--- src/rtl/txq_pkg.sv ---
package txq_pkg;
  localparam int CFG_W    = 32;
  localparam int FLD_W    = 8;
  localparam int EN_BIT   = 16;
  localparam int THR_LSB  = 8;
  localparam int CNT_LSB  = 0;
  localparam logic [FLD_W-1:0] RST_THR = 8'h10;
  localparam logic [FLD_W-1:0] RST_CNT = 8'h04;

  typedef struct packed {
    logic             en;
    logic [FLD_W-1:0] thr;
    logic [FLD_W-1:0] cnt;
  } txq_cfg_t;
endpackage

--- src/rtl/txq_ctrl.sv ---
module txq_ctrl
  import txq_pkg::*;
(
  input  logic             clk,
  input  logic             rst,
  input  logic             cfg_we,
  input  logic [CFG_W-1:0] cfg_wdata,
  output txq_cfg_t         cfg,
  output logic             xfer_on,
  output logic [CFG_W-1:0] cfg_rdata
);
  localparam int USED_W = EN_BIT + 1;

  txq_cfg_t cfg_q;
  logic     unused_hi;

  assign unused_hi = ^cfg_wdata[CFG_W-1:USED_W];

  always_ff @(posedge clk) begin
    if (rst) begin
      cfg_q.en  <= 1'b0;
      cfg_q.thr <= RST_THR;
      cfg_q.cnt <= RST_CNT;
    end else if (cfg_we) begin
      cfg_q.en <= cfg_wdata[EN_BIT];
      if (!cfg_q.en) begin
        cfg_q.thr <= cfg_wdata[THR_LSB +: FLD_W];
        cfg_q.cnt <= cfg_wdata[CNT_LSB +: FLD_W];
      end
    end
  end

  assign cfg       = cfg_q;
  // Count 0 means no transfer; every other value moves one word.
  assign xfer_on   = (cfg_q.cnt != '0);
  assign cfg_rdata = {{(CFG_W-USED_W){1'b0}}, cfg_q.en, cfg_q.thr, cfg_q.cnt};


  cfg_lock_chk: assert property (@(posedge clk) disable iff (rst)
    (cfg_q.en && cfg_we) |=> ($stable(cfg_q.thr) && $stable(cfg_q.cnt)));
endmodule

--- src/rtl/txq_store.sv ---
module txq_store #(
  parameter int DATA_W = 32,
  parameter int DEPTH  = 64,
  parameter int LVL_W  = $clog2(DEPTH + 1)
) (
  input  logic              clk,
  input  logic              rst,
  input  logic              en,
  input  logic              push_req,
  input  logic [DATA_W-1:0] wr_data,
  input  logic              pop_req,
  output logic [DATA_W-1:0] rd_data,
  output logic              push_ok,
  output logic [LVL_W-1:0]  level,
  output logic              ovf,
  output logic              unf
);
  localparam int PTR_W = (DEPTH > 1) ? $clog2(DEPTH) : 1;
  localparam logic [LVL_W-1:0] FULL_LVL = LVL_W'(DEPTH);

  logic [DATA_W-1:0] mem [DEPTH];
  logic [DATA_W-1:0] ram_q;
  logic              sel_q;
  logic [PTR_W-1:0]  wptr_q, rptr_q, wptr_nx, rptr_nx;
  logic [LVL_W-1:0]  level_q;
  logic              ovf_q, unf_q, full, empty, pop_ok;

  assign full    = (level_q == FULL_LVL);
  assign empty   = (level_q == '0);
  assign push_ok = en && push_req && !full;
  assign pop_ok  = en && pop_req && !empty;

  generate
    if ((1 << PTR_W) == DEPTH) begin : g_pow2
      assign wptr_nx = wptr_q + 1'b1;
      assign rptr_nx = rptr_q + 1'b1;
    end else begin : g_wrap
      assign wptr_nx = (wptr_q == PTR_W'(DEPTH - 1)) ? '0 : wptr_q + 1'b1;
      assign rptr_nx = (rptr_q == PTR_W'(DEPTH - 1)) ? '0 : rptr_q + 1'b1;
    end
  endgenerate

  // Storage: plain synchronous write and registered read, no reset.
  always_ff @(posedge clk) begin
    if (push_ok) mem[wptr_q] <= wr_data;
  end

  always_ff @(posedge clk) begin
    if (pop_ok) ram_q <= mem[rptr_q];
  end

  always_ff @(posedge clk) begin
    if (rst || !en) begin
      wptr_q  <= '0;
      rptr_q  <= '0;
      level_q <= '0;
      ovf_q   <= 1'b0;
      unf_q   <= 1'b0;
      sel_q   <= 1'b0;
    end else begin
      sel_q <= pop_ok;
      if (push_ok) wptr_q <= wptr_nx;
      if (pop_ok)  rptr_q <= rptr_nx;
      case ({push_ok, pop_ok})
        2'b10:   level_q <= level_q + 1'b1;
        2'b01:   level_q <= level_q - 1'b1;
        default: level_q <= level_q;
      endcase
      if (push_req && full) ovf_q <= 1'b1;
      if (pop_req && empty) unf_q <= 1'b1;
    end
  end

  assign rd_data = sel_q ? ram_q : '0;
  assign level   = level_q;
  assign ovf     = ovf_q;
  assign unf     = unf_q;


  level_bound_chk: assert property (@(posedge clk) disable iff (rst)
    level_q <= FULL_LVL);

  level_both_chk: assert property (@(posedge clk) disable iff (rst)
    (en && push_ok && pop_ok) |=> $stable(level_q));

  full_drop_chk: assert property (@(posedge clk) disable iff (rst)
    (en && push_req && full && !pop_req) |=> (level_q == FULL_LVL && ovf_q));

  empty_unf_chk: assert property (@(posedge clk) disable iff (rst)
    (en && pop_req && empty) |=> (unf_q && rd_data == '0));

  flush_chk: assert property (@(posedge clk) disable iff (rst)
    !en |=> (level_q == '0 && !ovf_q && !unf_q));
endmodule

--- src/rtl/txq_evt.sv ---
module txq_evt
  import txq_pkg::*;
#(
  parameter int DEPTH = 64,
  parameter int LVL_W = $clog2(DEPTH + 1)
) (
  input  logic             clk,
  input  logic             rst,
  input  logic             en,
  input  logic [FLD_W-1:0] thr,
  input  logic [LVL_W-1:0] level,
  input  logic             push_ok,
  output logic             evt
);
  localparam int CMP_W = ((LVL_W > FLD_W) ? LVL_W : FLD_W) + 1;

  logic [CMP_W-1:0] free_w, thr_w;
  logic [FLD_W-1:0] wcnt_q;
  logic             armed_q, evt_q, fire;

  assign free_w = CMP_W'(DEPTH) - CMP_W'(level);
  assign thr_w  = CMP_W'(thr);
  assign fire   = en && (thr != '0) && armed_q && (thr_w <= free_w);

  always_ff @(posedge clk) begin
    if (rst || !en) begin
      armed_q <= 1'b1;
      wcnt_q  <= '0;
      evt_q   <= 1'b0;
    end else begin
      evt_q <= fire;
      if (fire) begin
        armed_q <= 1'b0;
        wcnt_q  <= '0;
      end else if (!armed_q && push_ok) begin
        wcnt_q <= wcnt_q + 1'b1;
        if (CMP_W'(wcnt_q) + 1'b1 >= thr_w) armed_q <= 1'b1;
      end
    end
  end

  assign evt = evt_q;


  evt_pulse_chk: assert property (@(posedge clk) disable iff (rst)
    evt_q |=> !evt_q);

  evt_thr_zero_chk: assert property (@(posedge clk) disable iff (rst)
    (thr == '0) |=> !evt_q);

  evt_off_chk: assert property (@(posedge clk) disable iff (rst)
    !en |=> !evt_q);
endmodule

--- src/rtl/txq_fifo.sv ---
module txq_fifo
  import txq_pkg::*;
#(
  parameter  int DATA_W = 32,
  parameter  int DEPTH  = 64,
  localparam int LVL_W  = $clog2(DEPTH + 1)
) (
  input  logic              clk,
  input  logic              rst,
  input  logic              cfg_we,
  input  logic [CFG_W-1:0]  cfg_wdata,
  output logic [CFG_W-1:0]  cfg_rdata,
  input  logic              wr_en,
  input  logic [DATA_W-1:0] wr_data,
  input  logic              ser_req,
  output logic [DATA_W-1:0] ser_data,
  output logic [LVL_W-1:0]  fill_level,
  output logic              ovf_flag,
  output logic              unf_flag,
  output logic              dma_evt
);
  txq_cfg_t         cfg;
  logic             xfer_on, push_ok;
  logic [LVL_W-1:0] level;

  txq_ctrl u_ctrl (
    .clk       (clk),
    .rst       (rst),
    .cfg_we    (cfg_we),
    .cfg_wdata (cfg_wdata),
    .cfg       (cfg),
    .xfer_on   (xfer_on),
    .cfg_rdata (cfg_rdata)
  );

  txq_store #(.DATA_W(DATA_W), .DEPTH(DEPTH), .LVL_W(LVL_W)) u_store (
    .clk      (clk),
    .rst      (rst),
    .en       (cfg.en),
    .push_req (wr_en),
    .wr_data  (wr_data),
    .pop_req  (ser_req && xfer_on),
    .rd_data  (ser_data),
    .push_ok  (push_ok),
    .level    (level),
    .ovf      (ovf_flag),
    .unf      (unf_flag)
  );

  txq_evt #(.DEPTH(DEPTH), .LVL_W(LVL_W)) u_evt (
    .clk     (clk),
    .rst     (rst),
    .en      (cfg.en),
    .thr     (cfg.thr),
    .level   (level),
    .push_ok (push_ok),
    .evt     (dma_evt)
  );

  assign fill_level = level;
endmodule

--- config.mk ---
export PLATFORM = sky130hd
export DESIGN_NAME = txq_fifo
export DESIGN_NICKNAME = d
export VERILOG_FILES = /design/src/rtl/txq_pkg.sv /design/src/rtl/txq_ctrl.sv /design/src/rtl/txq_store.sv /design/src/rtl/txq_evt.sv /design/src/rtl/txq_fifo.sv
export SDC_FILE = /design/constraint.sdc
export NUM_CORES = 2
export LEC_CHECK = 0
export BUFFER_PORTS_ARGS = -buffer_cell sky130_fd_sc_hd__buf_2
export CORE_AREA = 4 4 392 394
export DETAILED_ROUTE_END_ITERATION = 16
export DIE_AREA = 0 0 396 398
export PLACE_DENSITY = 0.72
export SYNTH_ARGS = -nofsm -noshare
export SYNTH_HDL_FRONTEND = slang
export SYNTH_SLANG_ARGS = --single-unit
--- constraint.sdc ---
create_clock -name clk -period 9.9 [get_ports clk]
set_input_delay 0 -clock clk [delete_from_list [all_inputs] [get_ports clk]]
set_output_delay 0 -clock clk [all_outputs]
set_load 0.05 [all_outputs]
# ---- Word-level counts from Yosys, hierarchy flattened
# Memories as Yosys holds them, arrays and structs flattened. A register that Yosys moved wholly into a read port is not among the register bits.
# Index checks and enable logic that the tools add are counted.
dict set report totals {
  ff_bits 49
  ram_bits 2048
  in_bits 69
  output_inout_bits 74
  wordCells 58
  n_memories 1
}
dict set report classes {
  add_sub_neg 7
  order_cmp 2
  eq_ne 3
  n_mux 7
  bitwise_logic 1
  reduce_logical 25
}
# memory depth width read_ports rd_ports_with_merged_regs write_ports line
set mem_list {}
lappend mem_list {u_store.mem 64 32 1 1 1 txq_store.sv:21} ;# logic [DATA_W-1:0] mem [DEPTH];
# cell n
set ops {}
lappend ops {{32-bit two-way mux} 1}
lappend ops {{8-bit nonzero test} 2}
lappend ops {{7-bit case mux with 2 select lines} 1}
lappend ops {{6-bit by 1-bit adder with 6-bit output (second input constant)} 2}
lappend ops {{1-bit logical AND} 11}
lappend ops {{8-bit by 1-bit adder with 9-bit output (second input constant)} 1}
lappend ops {{9-bit by 8-bit greater-or-equal comparator with 1-bit output} 1}
lappend ops {{8-bit by 9-bit less-or-equal comparator with 1-bit output} 1}
lappend ops {{8-bit by 1-bit adder with 8-bit output (second input constant)} 1}
lappend ops {{7-bit by 7-bit subtractor with 8-bit output (first input constant)} 1}
lappend ops {{7-bit by 1-bit adder with 7-bit output (second input constant)} 1}
lappend ops {{7-bit == test (second input constant)} 1}
lappend ops {{7-bit logical NOT} 1}
lappend ops {{7-bit by 1-bit subtractor with 7-bit output (second input constant)} 1}
lappend ops {{2-bit nonzero test} 3}
lappend ops {{1-bit two-way mux} 5}
lappend ops {{1-bit logical NOT} 4}
lappend ops {{2-bit AND reduction} 2}
lappend ops {{2-bit by 1-bit == test with 1-bit output (second input constant)} 1}
lappend ops {{2-bit == test (second input constant)} 1}
lappend ops {{2-bit OR reduction} 1}
lappend ops {{1-bit logical OR} 1}
lappend ops {{1-bit NOT} 1}

# ---- Longest topological paths before layout
dict set report depth {
  ltp_word 6
  ltp_mapped 15
  depth_no_buf 14
}

# ---- By module
# Synthesis repeated with hierarchy kept, for this count alone.
dict set report unflattened {
  hier_cells 3724
  hier_area_um2 82516.6
}
# module n_inst cells_each area_per_inst_um2 seq_area_each_um2
set by_module_without_submodules {}
lappend by_module_without_submodules {txq_store 1 3487 80429.6 62900.3}
lappend by_module_without_submodules {txq_ctrl 1 111 1062.3 340.3}
lappend by_module_without_submodules {txq_evt 1 125 1018.5 200.2}
lappend by_module_without_submodules {txq_fifo 1 1 6.3 0.0}

# ---- Least setup slack after synthesis
# Ideal clock, no wire load.
dict set report synth_path {
  path_kind {register to register}
  startpoint {register u_store.level_q[0], in the netlist u_store.level[0]}
  endpoint {register u_store.level_q[6], in the netlist u_store.level[6]}
  setup_time_ns 0.071
  arrival_time_ns 4.702
  slack_ns 5.128
  path_stages_with_launch 15
  n_path_buf 1
  period_less_slack_ns 4.772
  cell_sequence {dfxtp_1 inv_1 ha_1 nor3b_1 nand2_1 o211a_1 clkbuf_1 ha_1 ha_1 nor2b_1 o21ai_0 a21boi_0 or4_1 a31o_2 a21oi_1}
}
dict set report synth_via {
  elab_chain_len 5
  word_cells_on_any_way 12
  cone_classes {2 x add/sub; 3 x eq/ne; 1 x mux; 6 x reduce/logical}
}
# item line
set synth_rtl {}
lappend synth_rtl {{from (decl)} txq_store.sv:25} ;# logic [LVL_W-1:0] level_q;
lappend synth_rtl {{from (signal assigned)} txq_store.sv:65} ;# 2'b10: level_q <= level_q + 1'b1;
lappend synth_rtl {{from (signal assigned)} txq_store.sv:66} ;# 2'b01: level_q <= level_q - 1'b1;
lappend synth_rtl {{from (signal assigned)} txq_store.sv:67} ;# default: level_q <= level_q;
lappend synth_rtl {{7-bit logical NOT *} txq_store.sv:29} ;# assign empty = (level_q == '0);
lappend synth_rtl {{1-bit logical NOT *} txq_store.sv:31} ;# assign pop_ok = en && pop_req && !empty;
lappend synth_rtl {{1-bit logical AND *} txq_store.sv:31}
lappend synth_rtl {{via u_store.pop_ok} txq_store.sv:26} ;# logic ovf_q, unf_q, full, empty, pop_ok;
lappend synth_rtl {{2-bit by 1-bit == test with 1-bit output / 2-bit == test (equally long branches)} txq_store.sv:64} ;# case ({push_ok, pop_ok})
lappend synth_rtl {{7-bit case mux with 2 select lines / 2-bit nonzero test (equally long branches)} --}
# Mark *: on every way through the listed nets, which the timed path passes. The rest lies on a longest branch.
# A chain may end at the register's enable or synchronous reset.

==> qor.yml <==
routing:
  viasPerCell: 6.41
  ant_nets: 0
  drc_errors: 0
  first_pass_iters: 5
  avgRoutedWirePerCell_um: 32.1
  drtIter0Drc: 5165
  via_count: 39900
  drt-total-wl_um: 200000
power:
  p_per_area_mw_per_mm2: 189
  p_sw_uw: 3440
  intPower_uw: 14100
  sw_frac_of_total_pct: 19.6
  ir_worst_vdd_v: 0.000150
  p_comb_share_pct: 1.6
  p_leak_uw: 0.0283
  clkPwrFrac_pct: 42.1
  seq_power_share_pct: 56.3
  finalPower_uw: 17600
grt:
  use_met3_pct: 5.63
  use_met2_pct: 41.1
  use_met1_pct: 35.7
  grt_max_degree: 130
  grt.busiest_layer: "met2"
  grt_pass1_vias: 40100
  grt_overflow: 0
  antenna_found_initial: 5
  grt_util_all_layers_pct: 25.6
  grt_pass1_wl_um: 287000
timing:
  hold_violations: 0
  period_share_pct: 50.0
  finalSetupViolations: 0
  max-slew-margin-rel_pct: 13.6
  timing.final.crit_period_ns: 4.95
  grt_setup_unrepaired: "false"
  finalSetupTns_ns: 0
  slew_viol_final: 0
  fmax_mhz: 202
  fin_ws_ns: 4.95
  clock_skew_ns: 0.0291
  tightest_slew_ns: 1.30
floorplan:
  die_w_um: 396
  die_h_um: 398
  initial_core_util_pct: 54.9
  rows: 142
  core_mm2: 0.150
  pin_count: 143
  die_area_mm2: 0.158
finish:
  layout_commonest_cell: "edfxtp_1"
  final_layout_size_suffix_gt1_share_pct: 26.9
  layout.nets: 4150
  fill_cells: 9892
  layout_common_cells: "edfxtp_1, mux4_2, clkbuf_16"
  design_area_mm2: 0.0930
  area_delta_synth_final_pct: 13.1
setup_path:
  max_stage_delay_ns: 0.96
  crit_path_end_kind: "register"
  slowest_stage: "a2111oi_0"
  cp.required_ns: 10.45
  crit_buf_inv: 2
  cp.arrival_ns: 5.51
  crit_chain: "buf_12 > buf_4 > mux4_2 > mux2i_1 > nor2_1 > a2111oi_0 > nor3_1 > a221o_1"
  critical_path.top_delay_family: "compound AO/OA/AOI/OAI gates"
  crit_type: "register to register"
  worstSetupStartpointType: "register"
  worstPathMaxFanout: 129
clock_tree:
  cts_root_buf: "clkbuf_16"
  cts_tree: "built"
  htreeDepth: 4
  cts_resized: 0
  clkSinkCount: 2129
  clock_path_buffers: 3
  cts_made_buffers: 202
  insertion_delay_ns: 0.81
  post_cts_buffers: 0
  clkSlewWorstSetupHoldPaths_ns: 0.06
  ctsHoldBuffers: 98
synthesis:
  synthFlopType: "edfxtp_1"
  synth_area_leaders: "edfxtp_1, mux4_2, mux2i_1, dfxtp_1, nor2_1"
  yosysWarnings: 0
  syn_avg_cell_area_um2: 22.1
  synth_top_cell_area_share_pct: 76.0
  ys_seq_area_share_pct: 77.2
  synth_seq_cells: 2129
  synthCells: 3712
  synth_cell_types: 64
  synthArstFlopShare_pct: 0
  syn-cell-area_mm2: 0.0822
  yosysTopAreaCell: "edfxtp_1"
  synth_edf_count: 2080
job:
  cap_violations: 0
placed_design:
  dp_slack_ns: 4.93
  gp_congestion: 0.841
  place_hpwl_um: 103000
  placed_area_mm2: 0.0857
  port_buffers: 112
status:
  status: "finished clean"
hold_path:
  hold_path.class: "primary input to register"
==> per-layer routing <==
| layer | wire length, um | part of all wire (%) | vias up |
|---|---|---|---|
| li1 | - | - | 16300 |
| met1 | 75900 | 38 | 21200 |
| met2 | 97700 | 49 | 2132 |
| met3 | 19800 | 9.9 | 360 |
| met4 | 6590 | 3.3 | 2 |
| met5 | 13 | 0.0065 | - |
==> registers in the layout, indices dropped and copies added, names as in the netlist, 6 cells and up <==
register        flops
u_store.mem      2048
u_evt.wcnt_q        8
u_store.ram_q      32
u_store.rptr_q      6
u_store.wptr_q      6
u_store.level       7
u_ctrl.cfg         17
==> cells by family (layout without fill, tap and decap cells) <==
group                    Yosys count  count (layout)  synth area share (%)
buffers and inverters            230             718                  1.48
multiplexers                     675             675                  16.4
XOR/XNOR                          28              28                 0.298
AO/OA/AOI/OAI                    265             265                  2.14
flip-flops                      2129            2129                  77.2
AND/OR/NAND/NOR                  356             356                  2.06
other                              1              19               0.00456
adder cells (fa/ha/maj)           28              28                 0.435
==> path summary, 6_finish.rpt <==
path	start	end	cells after the start	slack, ns
max	u_store.rptr_q[1]	u_store.ram_q[0]	8	4.95
min	wr_data[13]	u_store.mem[32][13]	1	0.03
max reg2reg	u_store.rptr_q[1]	u_store.ram_q[0]	8	4.95
min reg2reg	u_store.unf	u_store.unf	2	0.48
==> cells in the mapped netlist, types with 6 or more instances <==
master and n:
a22oi_1 29, buf_6 17, a2111oi_0 9, xor2_1 21, and2_1 44, edfxtp_1 2080
nor3b_1 8, nand4_1 7, o211ai_1 13, buf_4 43, clkbuf_1 83, dfxtp_1 49
o22ai_1 37, nand2_1 79, mux2i_1 132, a21o_1 6, o21a_1 6, a221oi_1 7
nand2b_1 8, a21oi_1 63, mux2_2 6, nor2b_1 12, inv_1 16, buf_2 53
o21ai_0 29, ha_1 27, o21ai_1 8, a221o_1 10, nand3_1 18, nor2_1 132
a211oi_1 21, nor3_1 19, xnor2_1 7, buf_1 17, mux4_2 537
==> final cells by class <==
class / instances / area [um2] / area share (%)
well taps: 2016 / 2520 / 2.71
diodes: 4 / 10.0 / 0.0108
multi-input cells: 1367 / 18100 / 19.4
clock buffers: 253 / 5330 / 5.73
inverters: 17 / 63.8 / 0.0686
repair buffers: 336 / 2560 / 2.76
flip-flops and latches: 2129 / 63500 / 68.3
clock inverters: 112 / 952 / 1.02
==> metrics by stage <==
| step | util, % | cells | hold WS [ns] |
|---|---|---|---|
| after global placement | 57.2 | 5767 | 0.205 |
| after global routing | 62.1 | 6232 | 0.0185 |
| after CTS | 62.1 | 6230 | 0.00101 |
| after floorplan | - | 3726 | 0.0989 |
| after detailed placement | 57.2 | 5767 | 0.212 |
| final | 62.1 | 6234 | 0.0303 |
==> power by group through the flow <==
stage	Sequential, uW	Clock, uW	Combinational [uW]
floorplan	10100	0	51.5
global placement	10100	0	239
detailed placement	10100	0	250
CTS	9900	7490	282
global route	9890	7900	305
finish	9900	7400	289
(Power assumes the default switching activity.)
